===== src/rtl/ppd_pkg.sv =====
package ppd_pkg;

  typedef enum logic [1:0] {
    TAG_WORD   = 2'b00,
    TAG_PREFIX = 2'b01,
    TAG_SUFFIX = 2'b10
  } tag_e;

  typedef enum logic {
    ST_FIRST  = 1'b0,
    ST_SUFFIX = 1'b1
  } pair_state_e;

  // strobes from control to datapath
  typedef struct packed {
    logic accept;      // word taken this cycle
    logic asSuffix;    // accepted word sits in the suffix slot
    logic openPair;    // accepted word opens a pair
    logic dropPending; // branch target broke a pending pair
    logic flushOut;    // clear the result row
  } ctrl_s;

endpackage


===== src/rtl/ppd_control.sv =====
module ppd_control
  import ppd_pkg::*;
(
  input  logic  clk,
  input  logic  rstN,
  input  logic  inValid,
  input  logic  inBranchTarget,
  input  logic  flush,
  input  logic  outValid,
  input  logic  outReady,
  input  logic  isPrefixOp,
  input  logic  crossLine,
  output logic  inReady,
  output ctrl_s ctrl
);

  pair_state_e state, stateNext;
  logic acceptNow, suffixSlot;

  assign inReady    = (!outValid || outReady) && !flush;
  assign acceptNow  = inValid && inReady;
  assign suffixSlot = (state == ST_SUFFIX);

  always_comb begin
    ctrl.accept      = acceptNow;
    ctrl.asSuffix    = acceptNow && suffixSlot && !inBranchTarget;
    ctrl.dropPending = acceptNow && suffixSlot && inBranchTarget;
    ctrl.openPair    = acceptNow && !ctrl.asSuffix && isPrefixOp && !crossLine;
    ctrl.flushOut    = flush;
  end

  always_comb begin
    stateNext = state;
    if (flush)          stateNext = ST_FIRST;
    else if (acceptNow) stateNext = ctrl.openPair ? ST_SUFFIX : ST_FIRST;
  end

  always_ff @(posedge clk or negedge rstN) begin
    if (!rstN) state <= ST_FIRST;
    else       state <= stateNext;
  end

  AST_PAIR_CLOSES: assert property (@(posedge clk) disable iff (!rstN)
    ctrl.asSuffix |=> state == ST_FIRST);
  AST_ILLEGAL_NO_PAIR: assert property (@(posedge clk) disable iff (!rstN)
    (ctrl.asSuffix && isPrefixOp) |=> state == ST_FIRST);
  AST_ALIGN_NO_PAIR: assert property (@(posedge clk) disable iff (!rstN)
    (acceptNow && !suffixSlot && isPrefixOp && crossLine) |=> state == ST_FIRST);
  AST_FLUSH_CLEARS: assert property (@(posedge clk) disable iff (!rstN)
    flush |=> state == ST_FIRST);
  AST_STALL_STATE: assert property (@(posedge clk) disable iff (!rstN)
    (!acceptNow && !flush) |=> $stable(state));

endmodule


===== src/rtl/ppd_datapath.sv =====
module ppd_datapath
  import ppd_pkg::*;
#(
  parameter int WORD_W     = 32,
  parameter int ADDR_W     = 32,
  parameter int OPC_W      = 6,
  parameter int PREFIX_OPC = 1,
  parameter int LINE_BYTES = 64
) (
  input  logic              clk,
  input  logic              rstN,
  input  ctrl_s             ctrl,
  input  logic [WORD_W-1:0] inWord,
  input  logic [ADDR_W-1:0] inAddr,
  input  logic              outReady,
  output logic              isPrefixOp,
  output logic              crossLine,
  output logic              outValid,
  output logic [1:0]        outTag,
  output logic [1:0]        outPrefixType,
  output logic              outAltSpace,
  output logic              outModifiesWord,
  output logic              faultIllegal,
  output logic              faultBadTarget,
  output logic              faultIncomplete,
  output logic              faultAlign
);

  localparam int OPC_LSB  = WORD_W - OPC_W;
  localparam int TYPE_MSB = OPC_LSB - 1;
  localparam int TYPE_LSB = OPC_LSB - 2;
  localparam int LINE_LSB = $clog2(WORD_W / 8);
  localparam int LINE_MSB = $clog2(LINE_BYTES) - 1;
  localparam logic [OPC_W-1:0] PREFIX_CODE = OPC_W'(PREFIX_OPC);

  logic [1:0] heldType, wordType;
  tag_e       nextTag;
  logic [1:0] nextType;
  logic       nextAlt, nextMod, nextIllegal, nextAlign;

  assign isPrefixOp = (inWord[WORD_W-1:OPC_LSB] == PREFIX_CODE);
  assign crossLine  = &inAddr[LINE_MSB:LINE_LSB];
  assign wordType   = inWord[TYPE_MSB:TYPE_LSB];

  always_comb begin
    nextTag     = TAG_WORD;
    nextType    = 2'b00;
    nextAlt     = 1'b0;
    nextMod     = 1'b0;
    nextIllegal = 1'b0;
    nextAlign   = 1'b0;
    if (ctrl.asSuffix) begin
      nextTag     = TAG_SUFFIX;
      nextType    = heldType;
      nextAlt     = !heldType[1];
      nextMod     = heldType[1];
      nextIllegal = isPrefixOp;
    end else if (isPrefixOp) begin
      nextTag   = TAG_PREFIX;
      nextType  = wordType;
      nextAlt   = !wordType[1];
      nextMod   = wordType[1];
      nextAlign = crossLine;
    end
  end

  always_ff @(posedge clk or negedge rstN) begin
    if (!rstN) begin
      outValid        <= 1'b0;
      outTag          <= TAG_WORD;
      outPrefixType   <= 2'b00;
      outAltSpace     <= 1'b0;
      outModifiesWord <= 1'b0;
      faultIllegal    <= 1'b0;
      faultBadTarget  <= 1'b0;
      faultIncomplete <= 1'b0;
      faultAlign      <= 1'b0;
      heldType        <= 2'b00;
    end else begin
      if (ctrl.flushOut) begin
        outValid <= 1'b0;
      end else if (ctrl.accept) begin
        outValid        <= 1'b1;
        outTag          <= nextTag;
        outPrefixType   <= nextType;
        outAltSpace     <= nextAlt;
        outModifiesWord <= nextMod;
        faultIllegal    <= nextIllegal;
        faultBadTarget  <= ctrl.dropPending;
        faultIncomplete <= ctrl.dropPending;
        faultAlign      <= nextAlign;
      end else if (outReady) begin
        outValid <= 1'b0;
      end
      if (ctrl.openPair) heldType <= wordType;
    end
  end

  AST_TAG_LEGAL: assert property (@(posedge clk) disable iff (!rstN)
    outValid |-> outTag != 2'b11);
  AST_SPACE_EXCLUSIVE: assert property (@(posedge clk) disable iff (!rstN)
    (outValid && outTag != TAG_WORD) |-> outAltSpace != outModifiesWord);
  AST_ILLEGAL_ON_SUFFIX: assert property (@(posedge clk) disable iff (!rstN)
    (outValid && faultIllegal) |-> outTag == TAG_SUFFIX);
  AST_ALIGN_ON_PREFIX: assert property (@(posedge clk) disable iff (!rstN)
    (outValid && faultAlign) |-> outTag == TAG_PREFIX);
  AST_STALL_HOLD: assert property (@(posedge clk) disable iff (!rstN)
    (outValid && !outReady && !ctrl.flushOut) |=>
      (outValid && $stable(outTag) && $stable(outPrefixType)));

endmodule


===== src/rtl/prefix_predecoder.sv =====
module prefix_predecoder
  import ppd_pkg::*;
#(
  parameter int WORD_W     = 32,
  parameter int ADDR_W     = 32,
  parameter int OPC_W      = 6,
  parameter int PREFIX_OPC = 1,
  parameter int LINE_BYTES = 64
) (
  input  logic              clk,
  input  logic              rstN,
  input  logic              inValid,
  output logic              inReady,
  input  logic [WORD_W-1:0] inWord,
  input  logic [ADDR_W-1:0] inAddr,
  input  logic              inBranchTarget,
  input  logic              flush,
  output logic              outValid,
  input  logic              outReady,
  output logic [1:0]        outTag,
  output logic [1:0]        outPrefixType,
  output logic              outAltSpace,
  output logic              outModifiesWord,
  output logic              faultIllegal,
  output logic              faultBadTarget,
  output logic              faultIncomplete,
  output logic              faultAlign
);

  ctrl_s ctrl;
  logic  isPrefixOp, crossLine;

  ppd_control u_control (
    .clk(clk), .rstN(rstN), .inValid(inValid), .inBranchTarget(inBranchTarget),
    .flush(flush), .outValid(outValid), .outReady(outReady),
    .isPrefixOp(isPrefixOp), .crossLine(crossLine),
    .inReady(inReady), .ctrl(ctrl)
  );

  ppd_datapath #(
    .WORD_W(WORD_W), .ADDR_W(ADDR_W), .OPC_W(OPC_W),
    .PREFIX_OPC(PREFIX_OPC), .LINE_BYTES(LINE_BYTES)
  ) u_datapath (
    .clk(clk), .rstN(rstN), .ctrl(ctrl), .inWord(inWord), .inAddr(inAddr),
    .outReady(outReady), .isPrefixOp(isPrefixOp), .crossLine(crossLine),
    .outValid(outValid), .outTag(outTag), .outPrefixType(outPrefixType),
    .outAltSpace(outAltSpace), .outModifiesWord(outModifiesWord),
    .faultIllegal(faultIllegal), .faultBadTarget(faultBadTarget),
    .faultIncomplete(faultIncomplete), .faultAlign(faultAlign)
  );

endmodule


===== config.mk =====
export PLATFORM = sky130hd
export DESIGN_NAME = prefix_predecoder
export DESIGN_NICKNAME = d
export VERILOG_FILES = /design/src/rtl/ppd_pkg.sv /design/src/rtl/ppd_control.sv /design/src/rtl/ppd_datapath.sv /design/src/rtl/prefix_predecoder.sv
export SDC_FILE = /design/constraint.sdc
export NUM_CORES = 1
export LEC_CHECK = 0
export ABC_AREA = 1
export BUFFER_PORTS_ARGS = -buffer_cell sky130_fd_sc_hd__buf_2
export CAP_MARGIN = 5
export CORE_UTILIZATION = 31
export DETAILED_ROUTE_END_ITERATION = 16
export GPL_TIMING_DRIVEN = 0
export PLACE_DENSITY = 0.75
export SETUP_SLACK_MARGIN = 0.05
export SLEW_MARGIN = 10
export SYNTH_ARGS = -nofsm -noshare
export SYNTH_HDL_FRONTEND = slang
export SYNTH_HIERARCHICAL = 1
export SYNTH_SLANG_ARGS = --single-unit

===== constraint.sdc =====
create_clock -name clk -period 1.9 [get_ports clk]
set_input_delay 0.095 -clock clk [delete_from_list [all_inputs] [get_ports clk]]
set_output_delay 0.095 -clock clk [all_outputs]
set_load 0.05 [all_outputs]

---- Yosys cells after proc, flatten, opt, wreduce, memory -nomap -nowiden ----
Index checks and enable logic that the tools add are counted.
word-level totals
  register bits ........................... 13
  bits in latches ......................... 0
  memory bits (writable) .................. 0
  ROM bits ................................ 0
  bits of input ports ..................... 70
  output and inout port bits .............. 12
  logic and storage cells ................. 49
  memories ................................ 0
cells by class
  add/subtract/negate cells ............... 0
  multipliers ............................. 0
  div/mod/pow operators ................... 0
  order comparisons ....................... 0
  equality and inequality tests ........... 1
  shift-type cells ........................ 0
  multiplexer cells ....................... 17
  bitwise logic cells ..................... 1
  reduce and logical (&&, ||, !) cells .... 20
operators by type and width
  kind                                                 count
  two-way mux 1 bit                                    14
  logical AND 1 bit                                    8
  logical NOT 1 bit                                    7
  equality test 6 x 1 -> 1 bit, second input constant  1
  two-way mux 2 bit                                    3
  AND reduction 4 bit                                  1
  nonzero test 3 bit                                   1
  AND reduction 2 bit                                  1
  nonzero test 2 bit                                   1
  logical OR 1 bit                                     1
  NOT 1 bit                                            1

---- Longest topological paths before layout ----
Gate-level depths: netlist (run 1).
  word-level depth ........................ 13
  mapped depth ............................ 11
  mapped depth without buffers ............ 10

---- Cells and area by module ----
Netlist (run 1), hierarchy kept.
modules (own cells, without submodules)
  module        instances  cells each  area each (sq um)  sequential area each (sq um)
  ppd_datapath  1          63          524.3              275.3
  ppd_control   1          20          132.6              25.0

---- Worst setup path after synthesis (run 1) ----
Ideal clock, no wire load.
  kind .................................... reg2reg
  start point ............................. register u_datapath.outValid
  end point ............................... register u_datapath.outAltSpace
  setup time .............................. 0.075 ns
  data arrival time ....................... 1.679 ns
  required time ........................... 1.825 ns
  setup slack ............................. 0.146 ns
  cell stages (with the launch flop) ...... 9
  path buffers ............................ 0
  clock period less this slack ............ 1.754 ns
  path through ............................ dfrtp_1 > nand2_2 > nand3_1 > nor3_1 > nand2_1 > nand2_1 > clkinv_1 > nor2_1 > o21bai_2
RTL lines
  what                    line                text
  from (decl)             ppd_datapath.sv:18  output logic outValid,
  from (signal assigned)  ppd_datapath.sv:69  outValid <= 1'b0;
  from (signal assigned)  ppd_datapath.sv:81  outValid <= 1'b0;
  from (signal assigned)  ppd_datapath.sv:83  outValid <= 1'b1;
  to (signal assigned)    ppd_datapath.sv:86  outAltSpace <= nextAlt;
  to (decl)               ppd_datapath.sv:21  output logic outAltSpace,

==> impl_metrics.py, run 1 <==
metrics = {
    "outcome": {
        "outcome": "finished clean",
    },
    "floorplan": {
        "coreArea_sq_um": 1982,
        "die-area_sq_um": 2307,
        "die_y_microns": 48.03,
        "start_util_pct": 33.14,
        "ios": 82,
        "fp.dieW_microns": 48.03,
        "rows": 16,
    },
    "place": {
        "dp_slack_ns": 0.2145,
        "place_congestion": 0.7518,
        "dp.final_hpwl_microns": 1068,
        "io_buffers": 29,
    },
    "grt": {
        "antenna_found_initial": 0,
        "grt_pass1_vias": 525,
        "gr-total-overflow": 0,
        "grt.total_usage_pct": 14.41,
        "grt_pass1_wl_microns": 2159,
        "grt_max_degree": 13,
    },
    "sta": {
        "worstMarginPinSlew_ns": 0.6962,
        "finalCriticalPeriod_ns": 1.690,
        "finalSetupViolations": 0,
        "rsz0062_at_grt": "no",
        "min_period_over_period_pct": 88.97,
        "slew_headroom_pct": 53.23,
        "slew_viol_final": 0,
        "timing.final.ws_setup_ns": 0.2095,
        "fin_skew_ns": 0.008625,
        "totalNegativeSetupSlack_ns": 0,
        "max_freq_mhz": 591.5,
        "hold_viol": 0,
    },
    "worst_setup_path": {
        "critPathTopFamily": "simple AND/OR/NAND/NOR gates",
        "path_buf_inv": 1,
        "worstRegToRegCells": 8,
        "worst_path_max_delay_cell": "nor3_1",
        "reg2reg_slack_ns": 0.21,
        "cp_num_cells": 8,
        "crit_path_cell_trace": "nand2_2 > nand3_1 > nor3_1 > nand2_1 > nand2_1 > clkinv_1 > nor2_1 > o21bai_2",
        "endpoint_kind": "flip-flop",
        "start_kind": "flip-flop",
        "path_class": "flip-flop to flip-flop",
        "path_max_fanout": 5,
        "path_common_cell": "nand2_1",
        "arrival_ns": 1.90,
        "crit_path_max_incr_delay_ns": 0.56,
        "cp.required_ns": 2.11,
    },
    "detailed_routing": {
        "route.met2.wl_microns": 651,
        "vias": 614,
        "m1WireLength_microns": 595,
        "dr.pass1.iters": 4,
        "drt-initial-drc-count": 14,
        "drt-wirelength-per-cell_microns": 9.465,
        "top_layer": "met4",
        "drc_errors": 0,
        "dr_wl_met3_microns": 94,
        "ant_nets": 0,
        "via_per_inst": 4.264,
        "drt_wl_total_microns": 1363,
    },
    "yosys": {
        "ys_types": 18,
        "synthDominantCellAreaShare_pct": 45.71,
        "ys_ff_latch": 12,
        "synth_area_sq_um": 656.9,
        "synth-seq-area-share_pct": 45.71,
        "synth_area_leaders": "dfrtp_1 (46%), nand2_1 (14%), inv_1 (6.3%)",
        "synth.avg_cell_area_sq_um": 7.914,
        "synth_nets": 153,
        "ys_warn_count": 6,
        "synth.largest_area_cell": "dfrtp_1",
        "syn_inst": 83,
    },
    "clock_network": {
        "clk_pin_slew_worst_paths_ns": 0.07,
        "post_cts_buffers": 0,
        "cts_hold_buffers": 1,
        "worstSkewPairLatency_ns": 0.29,
        "cts_tree": "yes",
        "clk_path_buf_depth": 2,
        "htree_levels": 1,
        "clock_sinks": 12,
        "root_buffer": "clkbuf_4",
        "numCtsBuffers": 3,
        "post_cts_resized": 0,
    },
    "power": {
        "power_leakage_uw": 0.0005302,
        "p_per_area_nw_per_um2": 657.3,
        "vdd_ir_drop_max_mv": 0.4945,
    },
    "flow_run": {
        "drv_cap": 0,
    },
    "final_layout": {
        "layout-drive-gt1-share_pct": 41.03,
        "area_growth_syn_to_layout_pct": 34.29,
        "fillers": 192,
        "final_nets": 188,
        "antennaDiodeCount": 0,
    },
    "hold_path": {
        "hp-class": "input port to flip-flop",
        "whs_path_depth": 2,
    },
}
## cell families (layout without fill, tap and decap cells)
| kind of cell | after synthesis | after routing | share of synthesized area, % |
|---|---|---|---|
| AO/OA/AOI/OAI | 4 | 4 | 5.142 |
| multiplexers | 1 | 1 | 1.714 |
| buffers and inverters | 18 | 52 | 12.95 |
| flip-flops | 12 | 12 | 45.71 |
| AND/OR/NAND/NOR | 48 | 48 | 34.48 |
## worst reg2reg max path: cells and delay by family (launching register included)
| kind | cells | cell delay [ns] |
|---|---|---|
| compound gates | 1 | 0.11 |
| simple gates | 6 | 1.04 |
| flops | 1 | 0.40 |
| buf+inv | 1 | 0.07 |
## final timing paths
path	end	startpoint
min reg2reg	u_datapath/outTag[1]	u_datapath/outTag[1]
min	u_datapath/outAltSpace	inWord[25]
max reg2reg	u_datapath/outAltSpace	u_datapath/outValid
max in group asynchronous	u_datapath/outValid	rstN
min in group asynchronous	u_datapath/faultAlign	rstN
max	u_datapath/outAltSpace	u_datapath/outValid
## flip-flops by register name, summed over array words and instances (netlist names)
name                        cells
u_datapath/faultAlign           1
u_datapath/outAltSpace          1
u_datapath/faultIncomplete      1
u_datapath/outTag               2
u_datapath/heldType             2
u_datapath/faultIllegal         1
u_datapath/outValid             1
u_datapath/outPrefixType        2
u_control/state                 1
## power by group
group	internal, uW	switching, uW
sequential	266	5.19
combinational	37.8	66.5
clock	117	87.8
## area by class of cell
cell class                      count  area (sq um)  share of cell area [%]
Sequential cell                    12         300.3                   34.04
Multi-Input combinational cell     53         271.5                   30.78
Timing Repair Buffer               30         155.1                   17.59
Inverter                           14         55.05                   6.241
Clock buffer                        4         36.28                   4.113
Tap cell                           27         33.78                   3.830
Buffer                              4         30.03                   3.404
## layout by cell type, fill, tap and decap left out, drive strengths merged
| master | synthesis | final |
|---|---|---|
| inv | 13 | 13 |
| o21bai | 1 | 1 |
| dlygate4sd3 | 0 | 1 |
| nand2 | 27 | 27 |
| dfrtp | 12 | 12 |
| mux2 | 1 | 1 |
| nor3b | 1 | 1 |
| buf | 4 | 33 |
| nand4 | 1 | 1 |
| nor2 | 11 | 11 |
| clkinv | 1 | 1 |
| nand3 | 7 | 7 |
| o211ai | 1 | 1 |
| nor3 | 1 | 1 |
| clkbuf | 0 | 4 |
| o21ai | 2 | 2 |
## cells in the mapped netlist, drive strengths merged
master / instances
buf: 4
clkinv: 1
dfrtp: 12
inv: 13
mux2: 1
nand2: 27
nand3: 7
nand4: 1
nor2: 11
nor3: 1
nor3b: 1
o211ai: 1
o21ai: 2
o21bai: 1
## per-layer routing
layer,track usage (%),vias to the layer above
li1,-,320
met1,16.28,269
met2,22.97,23
met3,6.792,2
met4,6.667,0
met5,0,-
## stage by stage
stage               total power (uW)  util, %  instance area, sq um  hold slack (ns)  instances
detailed placement             379.7    42.17                 835.8         -0.01470        139
global placement               375.9    42.17                 835.8         -0.01747        139
CTS                            588.3    44.51                 882.1          0.03019        144
floorplan                      340.6        -                 656.9          -0.2006         83
finish                         579.8    44.51                 882.1          0.03344        144
global route                   610.4    44.51                 882.1          0.03292        144
(Power assumes the default switching activity.)
==> run 2: changes to the inputs <==
Settings changed: BUFFER_PORTS_ARGS -buffer_cell sky130_fd_sc_hd__buf_2 to unset, CORE_UTILIZATION 31 to 45, DONT_BUFFER_PORTS set to 1, PLACE_DENSITY 0.75 to 0.62, SYNTH_HIERARCHICAL 1 to unset.
==> impl_metrics.py, run 2 <==
metrics = {
    "hold_path": {
        "hold_start": "flush",
        "whs_path_depth": 3,
        "hp-class": "input port to flip-flop",
        "min_delay_worst_endpoint": "u_control.state",
    },
    "final_layout": {
        "final_cell_mix": "nand2_1 (18), dfrtp_1 (12), nor2_1 (8)",
        "layout_commonest_cell": "nand2_1",
        "fin_util_pct": 60.13,
        "fillers": 114,
        "layout-drive-gt1-share_pct": 21.69,
        "layoutNonFillerInstCount": 97,
        "final_nets": 154,
        "antennaDiodeCount": 0,
        "area_growth_syn_to_layout_pct": 17.53,
        "top_regs": "u_datapath.heldType (2), u_datapath.outTag (2)",
    },
    "place": {
        "io_buffers": 0,
        "place_congestion": 0.6948,
        "dp.final_hpwl_microns": 866.9,
        "dp_cells": 88,
    },
    "yosys": {
        "synth_ff_type": "dfrtp_1",
        "yosysMostFrequentCell": "nand2_1",
        "ys_warn_count": 0,
        "synthDominantCellAreaShare_pct": 49.48,
        "synth-seq-area-share_pct": 49.48,
        "synth_nets": 144,
        "synth.avg_cell_area_sq_um": 8.200,
        "synth_edf_count": 0,
        "syn_inst": 74,
        "ys_types": 20,
        "synth.largest_area_cell": "dfrtp_1",
        "synth_area_leaders": "dfrtp_1 (49%), nand2_1 (11%), nor2_1 (5.6%)",
        "ys_ff_latch": 12,
        "async_reset_ff_share_pct": 100.0,
        "post_synth_most_frequent_cells": "nand2_1 (18), dfrtp_1 (12), nor2_1 (9)",
        "synth_area_sq_um": 606.8,
    },
    "sta": {
        "slew_viol_final": 0,
        "totalNegativeSetupSlack_ns": 0,
        "finalSetupViolations": 0,
        "max_freq_mhz": 597.4,
        "min_period_over_period_pct": 88.10,
        "slew_headroom_pct": 63.60,
        "rsz0062_at_grt": "no",
        "fin_skew_ns": 0.002889,
        "hold_viol": 0,
        "worstMarginPinSlew_ns": 0.5454,
        "finalCriticalPeriod_ns": 1.674,
    },
    "grt": {
        "grt.total_usage_pct": 19.20,
        "gr-total-overflow": 0,
        "antenna_found_initial": 0,
        "grt_pass1_vias": 462,
        "grt_pass1_wl_microns": 1849,
        "grt_max_degree": 13,
    },
    "power": {
        "power_frac_comb_pct": 9.3,
        "cell_internal_pwr_uw": 399.7,
        "p_switching_uw": 146.9,
        "p_per_area_nw_per_um2": 766.4,
        "power_leakage_uw": 0.0003781,
        "power.share.clock_pct": 37.9,
        "p_seq_share_pct": 52.8,
        "switching_share_pct": 26.87,
        "vdd_ir_drop_max_mv": 0.4464,
    },
    "floorplan": {
        "coreArea_sq_um": 1186,
        "rows": 12,
        "die-area_sq_um": 1499,
        "ios": 82,
        "fp.dieW_microns": 38.72,
        "start_util_pct": 51.16,
        "die_y_microns": 38.72,
    },
    "clock_network": {
        "clk_pin_slew_worst_paths_ns": 0.08,
        "htree_levels": 1,
        "clk_path_buf_depth": 2,
        "cts_tree": "yes",
        "numCtsBuffers": 3,
        "worstSkewPairLatency_ns": 0.27,
        "root_buffer": "clkbuf_4",
        "clock_sinks": 12,
    },
    "detailed_routing": {
        "drc_errors": 0,
        "drt-wirelength-per-cell_microns": 12.02,
        "dr.pass1.iters": 4,
        "vias": 494,
        "via_per_inst": 5.093,
        "drt_wl_total_microns": 1166,
        "drt-initial-drc-count": 6,
        "ant_nets": 0,
    },
    "outcome": {
        "outcome": "finished clean",
    },
    "worst_setup_path": {
        "worstRegToRegCells": 5,
        "arrival_ns": 1.89,
        "r2r-end": "u_datapath.outValid",
        "reg2reg_slack_ns": 0.23,
        "endpoint_kind": "flip-flop",
        "cp.required_ns": 2.11,
        "start_kind": "flip-flop",
        "path_class": "flip-flop to flip-flop",
        "reg2reg_from": "u_datapath.outValid",
        "path_max_fanout": 3,
    },
    "flow_run": {
        "drv_cap": 0,
    },
}
==> run 2: stage by stage <==
stage	setup slack, ns	power [uW]	hold WS (ns)	cell area [sq um]
after floorplan	0.4423	325.4	-0.2006	606.8
after global placement	0.4113	330.1	-0.2004	624.3
after detailed placement	0.4016	331.3	-0.2004	624.3
after CTS	0.09240	549.8	0.003914	710.7
after global routing	0.1359	567.4	0.01709	713.2
final	0.2261	546.6	0.01645	713.2
==> run 2: routing by layer <==
layer / global-route usage (%) / part of all wire [%] / vias to the layer above
met2: 27.50 / 45 / 30
met1: 23.72 / 45 / 211
met4: 12.93 / 1.1 / 0
met3: 6.936 / 8.6 / 2
li1: - / - / 251
met5: 0 / 0 / -
==> run 2: power groups by stage <==
stage | logic, uW | registers [uW] | clock network, uW
after floorplan | 32.8 | 293 | 0
after global placement | 36.3 | 294 | 0
after detailed placement | 37.1 | 294 | 0
after CTS | 50.6 | 289 | 210
after global routing | 56.4 | 291 | 220
final | 50.6 | 289 | 207
==> run 2: worst max-delay path, stage by stage (launching register included) <==
cell	delay, ns
dfrtp_1	0.67
inv_1	0.08
nor2_1	0.17
nor2_1	0.06
nor2_1	0.09
dlygate4sd3_1	0.55
==> run 2: cell families (layout without fill, tap and decap cells) <==
logic type / count (synthesis) / after routing / share of synthesized area (%)
AOI/OAI and AO/OA: 7 / 7 / 7.630
and+or+nand+nor: 41 / 41 / 31.75
buffers and inverters: 14 / 23 / 11.13
DFF: 12 / 12 / 49.48
==> run 2: timing repair <==
item	4_1_cts	5_1_grt
buffers inserted	0	0
setup endpoints to repair	0	1
hold endpoints to repair	16	0
hold buffers	5	0
resized for setup	0	1
==> run 2: layout make-up <==
class                      count  area [sq um]  area share, %
timing repair buffer           5         50.05          7.018
multi-input combinational     48         241.5          33.86
buffer                         3         26.28          3.684
sequential                    12         300.3          42.11
clock buffer                   4         36.28          5.088
tap                           14         17.52          2.456
inverter                      11         41.29          5.789
==> run 2: how the worst max path moves through the flow <==
stage	start	to	slack, ns
after global routing	u_datapath.outValid	u_datapath.outValid	0.14
after floorplan	u_datapath.outValid	inReady	0.44
final	u_datapath.outValid	u_datapath.outValid	0.23
after CTS	u_datapath.outValid	inReady	0.09
after detailed placement	u_datapath.outValid	inReady	0.40
after global placement	u_datapath.outValid	inReady	0.41
